[src/rtl/mac_pkg.sv]
package mac_pkg;
    typedef enum logic [1:0] {
        RM_NEAR  = 2'b00,
        RM_FLOOR = 2'b01,
        RM_CEIL  = 2'b10,
        RM_SPARE = 2'b11
    } rmode_e;
endpackage

[src/rtl/mac_round.sv]
// Narrows a signed value by DROP bits: add a mode-dependent increment, then discard.
module mac_round
    import mac_pkg::*;
#(
    parameter int W    = 32,
    parameter int DROP = 9
) (
    input  logic [W-1:0]      din,
    input  rmode_e            mode,
    output logic [W-DROP:0]   dout
);
    localparam int WX = W + 1;

    logic [WX-1:0] ext;
    logic [WX-1:0] inc;
    logic [WX-1:0] sum;

    always_comb begin
        ext = {din[W-1], din};
        inc = '0;
        unique case (mode)
            RM_NEAR:  inc[DROP-1] = 1'b1;
            RM_CEIL:  inc[DROP]   = 1'b1;
            default:  inc         = '0;
        endcase
        sum  = ext + inc;
        dout = sum[WX-1:DROP];
    end
endmodule

[src/rtl/mac_accum.sv]
// Accumulator register: load or add a sign-extended term on each enabled cycle.
module mac_accum #(
    parameter int S = 24,
    parameter int T = 40
) (
    input  logic         clk,
    input  logic         rst_n,
    input  logic         en,
    input  logic         load,
    input  logic [S-1:0] term,
    output logic [T-1:0] acc
);
    logic [T-1:0] term_x;

    always_comb term_x = {{(T-S){term[S-1]}}, term};

    always_ff @(posedge clk or negedge rst_n) begin
        if (!rst_n)
            acc <= '0;
        else if (en)
            acc <= load ? term_x : acc + term_x;
    end
endmodule

[src/rtl/mac_sat.sv]
// Fits a signed W-bit value onto M bits, clamping to a rail when guard bits disagree.
module mac_sat #(
    parameter int W = 34,
    parameter int M = 16
) (
    input  logic [W-1:0] din,
    output logic [M-1:0] dout,
    output logic         clip
);
    logic [W-M:0] guard;
    logic         fits;

    always_comb begin
        guard = din[W-1:M-1];
        fits  = (&guard) | ~(|guard);
        clip  = ~fits;
        if (fits)
            dout = din[M-1:0];
        else if (din[W-1])
            dout = {1'b1, {(M-1){1'b0}}};
        else
            dout = {1'b0, {(M-1){1'b1}}};
    end
endmodule

[src/rtl/rsat_mac.sv]
module rsat_mac
    import mac_pkg::*;
#(
    parameter int N        = 16,
    parameter int S        = 24,
    parameter int T        = 40,
    parameter int M        = 16,
    parameter int ACC_DROP = 4,
    parameter int OUT_DROP = 4
) (
    input  logic         clk,
    input  logic         rst_n,
    input  logic         in_vld,
    input  logic         clr_acc,
    input  logic [1:0]   rmode,
    input  logic [N-1:0] op_a,
    input  logic [N-1:0] op_b,
    output logic         out_vld,
    output logic [M-1:0] dout,
    output logic         ovf_flag
);
    localparam int P  = 2 * N;
    localparam int D1 = P + 1 - S;
    localparam int W2 = T + 1 - ACC_DROP;
    localparam int W3 = W2 + 1 - OUT_DROP;

    // Stage A: full-width product
    logic          a_vld, a_clr;
    rmode_e        a_mode;
    logic [P-1:0]  a_prod;
    // Stage B: product narrowed to S
    logic          b_vld, b_clr;
    rmode_e        b_mode;
    logic [S-1:0]  b_term;
    // Stage C: accumulator
    logic          c_vld, c_clr;
    rmode_e        c_mode;
    logic [T-1:0]  c_acc;
    // Stage D: accumulator narrowed
    logic          d_vld, d_clr;
    rmode_e        d_mode;
    logic [W2-1:0] d_val;

    logic [S-1:0]  r1;
    logic [W2-1:0] r2;
    logic [W3-1:0] r3;
    logic [M-1:0]  sat_val;
    logic          sat_clip;

    always_ff @(posedge clk or negedge rst_n) begin
        if (!rst_n) begin
            a_vld  <= 1'b0;
            a_clr  <= 1'b0;
            a_mode <= RM_NEAR;
            a_prod <= '0;
        end else begin
            a_vld <= in_vld;
            if (in_vld) begin
                a_clr  <= clr_acc;
                a_mode <= rmode_e'(rmode);
                a_prod <= $signed(op_a) * $signed(op_b);
            end
        end
    end

    mac_round #(.W(P), .DROP(D1)) u_rnd_prod (
        .din  (a_prod),
        .mode (a_mode),
        .dout (r1)
    );

    always_ff @(posedge clk or negedge rst_n) begin
        if (!rst_n) begin
            b_vld  <= 1'b0;
            b_clr  <= 1'b0;
            b_mode <= RM_NEAR;
            b_term <= '0;
        end else begin
            b_vld <= a_vld;
            if (a_vld) begin
                b_clr  <= a_clr;
                b_mode <= a_mode;
                b_term <= r1;
            end
        end
    end

    mac_accum #(.S(S), .T(T)) u_acc (
        .clk   (clk),
        .rst_n (rst_n),
        .en    (b_vld),
        .load  (b_clr),
        .term  (b_term),
        .acc   (c_acc)
    );

    always_ff @(posedge clk or negedge rst_n) begin
        if (!rst_n) begin
            c_vld  <= 1'b0;
            c_clr  <= 1'b0;
            c_mode <= RM_NEAR;
        end else begin
            c_vld <= b_vld;
            if (b_vld) begin
                c_clr  <= b_clr;
                c_mode <= b_mode;
            end
        end
    end

    mac_round #(.W(T), .DROP(ACC_DROP)) u_rnd_acc (
        .din  (c_acc),
        .mode (c_mode),
        .dout (r2)
    );

    always_ff @(posedge clk or negedge rst_n) begin
        if (!rst_n) begin
            d_vld  <= 1'b0;
            d_clr  <= 1'b0;
            d_mode <= RM_NEAR;
            d_val  <= '0;
        end else begin
            d_vld <= c_vld;
            if (c_vld) begin
                d_clr  <= c_clr;
                d_mode <= c_mode;
                d_val  <= r2;
            end
        end
    end

    mac_round #(.W(W2), .DROP(OUT_DROP)) u_rnd_out (
        .din  (d_val),
        .mode (d_mode),
        .dout (r3)
    );

    mac_sat #(.W(W3), .M(M)) u_sat (
        .din  (r3),
        .dout (sat_val),
        .clip (sat_clip)
    );

    // Stage E: output bus and sticky flag
    always_ff @(posedge clk or negedge rst_n) begin
        if (!rst_n) begin
            out_vld  <= 1'b0;
            dout     <= '0;
            ovf_flag <= 1'b0;
        end else begin
            out_vld <= d_vld;
            if (d_vld) begin
                dout     <= sat_val;
                ovf_flag <= (ovf_flag & ~d_clr) | sat_clip;
            end
        end
    end
endmodule

[config.mk]
export PLATFORM = sky130hd
export DESIGN_NAME = rsat_mac
export DESIGN_NICKNAME = d
export VERILOG_FILES = /design/src/rtl/mac_pkg.sv /design/src/rtl/mac_round.sv /design/src/rtl/mac_accum.sv /design/src/rtl/mac_sat.sv /design/src/rtl/rsat_mac.sv
export SDC_FILE = /design/constraint.sdc
export NUM_CORES = 1
export LEC_CHECK = 0
export ABC_CLOCK_PERIOD_IN_PS = 2910
export BUFFER_PORTS_ARGS = -buffer_cell sky130_fd_sc_hd__buf_2
export CAP_MARGIN = 20
export CORE_UTILIZATION = 59
export DETAILED_ROUTE_END_ITERATION = 7
export PLACE_DENSITY = 0.79
export SYNTH_ARGS = -nofsm -noshare
export SYNTH_HDL_FRONTEND = slang
export SYNTH_SLANG_ARGS = --single-unit
[constraint.sdc]
create_clock -name clk -period 2.91 [get_ports clk]
set_input_delay 0.1455 -clock clk [delete_from_list [all_inputs] [get_ports clk]]
set_output_delay 0.1455 -clock clk [all_outputs]
set_load 0.02 [all_outputs]
==> flow_summary.ini <==
[die]
initial_utilization = 0.604
rows = 66
die_width_um = 185
core_area_mm2 = 0.0328
die-area_mm2 = 0.0343
die_h_um = 185
ios = 56

[yosys]
synth_top_flop_cell = dfrtp_1
avgSynthCellArea_um2 = 8.93
synth_area_leaders = fa_1 27%, dfrtp_1 20%, ha_1 7.6%
synth_fa_ha_area_frac = 0.343
synth_top_cell_area_share = 0.267
synthMuxAreaShare = 0.0247
synth_commonest_cells = 359 x inv_1, 264 x fa_1, 218 x nand2_1
synth_nets = 2642
yosysMostFrequentCell = inv_1
synth_cell_type_count = 69
synth-async-reset-ratio = 1.00
yosys_warnings = 0
synth_area_leader_cell = fa_1
synthXorXnorAreaFrac = 0.0676
synth_seq_cells = 156
synthSimpleGateAreaFrac = 0.165
synth_top_family_by_area = adder cells
synth_compound_area_frac = 0.116
syn_area_mm2 = 0.0198
synthCells = 2219
ys_seq_area_frac = 0.197
synth_edf_count = 0

[drt]
drtPass1Iterations = 7
routed_wirelength_um = 55000
drtAntennaViolNets = 0
dr.first_iter.drc_count = 1021
drc = 0
wl_per_cell_um = 18.0
vias = 17100
vias_per_cell = 5.61

[grt]
antenna_found_initial = 0
track_usage = 0.324
grt_pass1_wl_um = 87900
grt-ovfl-total = 0
grt_max_degree = 73
grt_pass1_vias = 18300

[clocking]
clock_latency_ns = 0.44
path_clk_slew_ns = 0.07
cts_made_buffers = 17
cts_max_level = 4
cts_sinks = 156
clk_path_buf_depth = 2
cts_tree = built
root_buffer = clkbuf_16

[setup_path]
critical_path_class = in2reg
required_ns = 3.24
reg2reg_depth = 15
start_kind = primary input
critPathArrivalTime_ns = 5.87
endpoint_kind = flip-flop
crit_fanout = 5

[sta]
worst_pin_slew_ns = 0.801
setup_viol = 62
period_share = 1.90
rsz0062_at_grt = yes
slew_headroom = 0.466
fmax_mhz = 181
holdWs_ns = 0.188
skew_ns = 0.00657
slew_viol_final = 0
hold_viol_final = 0
min_period_ns = 5.54
worst_slack_ns = -2.63

[placement]
dp_cells = 2941
gp_congestion = 0.927
placed_area_mm2 = 0.0232
dp.final_hpwl_um = 39300
port_buffers = 55

[layout]
nets = 3020
seqCellArea_mm2 = 0.00391
drive_above_1_share = 0.303
stdcell_area_mm2 = 0.0259
antenna_cells = 0
multi_input_area_mm2 = 0.0158
utilization = 0.789
area_delta_synth_final_pct = 30.5
fillers = 1929
finalNonFillerCells = 3052

[worst_hold_path]
holdPathStages = 1
hold_class = in2reg

[job]
max_cap_violations = 0

[run_status]
violations = setup timing
status = finished, violations left
[registers in the layout, indices dropped and copies added (netlist names), 2 cells and up]
| signal | count |
|---|---|
| d_val | 34 |
| dout | 16 |
| u_acc.acc | 40 |
| a_prod | 24 |
| c_mode | 2 |
| d_mode | 2 |
| b_term | 24 |
| b_mode | 2 |
| a_mode | 2 |
[cell usage in the layout (no fill, tap or decap), types with 18 or more instances in the layout]
cell and instances:
xnor2_1 80, ha_4 24, inv_1 331, and2_4 22, dfrtp_1 152, ha_1 91
fa_1 245, buf_4 343, nand3_1 29, a21oi_1 130, buf_6 49, nor2_1 159
a21o_1 25, and3_1 18, buf_2 28, mux2_2 33, o21ai_0 31, and2_1 107
xor2_1 62, fa_2 19, nand2_1 199, inv_2 27
[cell families (layout without fill, tap and decap cells)]
kind of cell,after synthesis,in the layout
multiplexers,44,44
buffers and inverters,447,837
adder cells (fa/ha/maj),385,385
XOR/XNOR,153,153
AO/OA/AOI/OAI,363,363
AND/OR/NAND/NOR,671,672
flip-flops,156,156
[timing repair]
item | in CTS | in global routing
cloned | 2 | 0
endpoints found under the hold margin | 72 | 0
pin swaps | 125 | 109
endpoints found under the setup margin | 70 | 69
buffers inserted | 45 | 37
resized for setup | 207 | 134
hold buffers | 4 | 0
[critical path, cell delays in order]
cell,delay [ns]
buf_8,0.11
buf_6,0.12
and2_4,0.13
fa_1,0.52
inv_2,0.05
fa_1,0.50
fa_2,0.57
inv_2,0.04
fa_1,0.47
fa_1,0.54
inv_2,0.04
fa_1,0.53
inv_2,0.05
ha_4,0.21
o21a_1,0.17
o21a_2,0.23
o21ai_2,0.14
a21o_1,0.16
o21ai_4,0.10
buf_6,0.13
nand3_2,0.06
nand2_2,0.07
a31o_4,0.25
a21oi_4,0.15
xnor2_1,0.11
mux2_2,0.26
[path summary, 6_finish.rpt]
path                              start             to  slack (ns)
setup reg to reg           u_acc.acc[0]  u_acc.acc[34]       -0.29
hold reg to reg                ovf_flag       ovf_flag        0.50
max in group asynchronous         rst_n  u_acc.acc[22]        1.81
setup / recovery               op_a[10]     a_prod[25]       -2.63
hold / removal                   in_vld          a_vld        0.19
min in group asynchronous         rst_n      c_mode[0]        0.31
[per-layer routing]
layer  global-route usage  wire length (um)
met5                    0                 0
met1                0.374             21100
met3               0.0413              2590
met4                0.150              2270
met2                0.595             29100
[final cells by class]
type | instances | share of cell area
Clock buffer | 21 | 0.0178
Clock inverter | 11 | 0.00605
Inverter | 359 | 0.0523
Multi-Input combinational cell | 1617 | 0.609
Sequential cell | 156 | 0.151
Tap cell | 442 | 0.0214
Timing Repair Buffer | 446 | 0.142
[metrics by stage]
stage | setup WS [ns] | setup TNS (ns)
finish | -2.63 | -59.06
global route | -2.77 | -67.79
floorplan | -2.74 | -52.50
detailed placement | -3.18 | -73.83
CTS | -2.52 | -53.42
global placement | -3.07 | -68.76
Power is not shown: default switching activity piles up to over one toggle a cycle in this logic, so the estimate is an artifact.
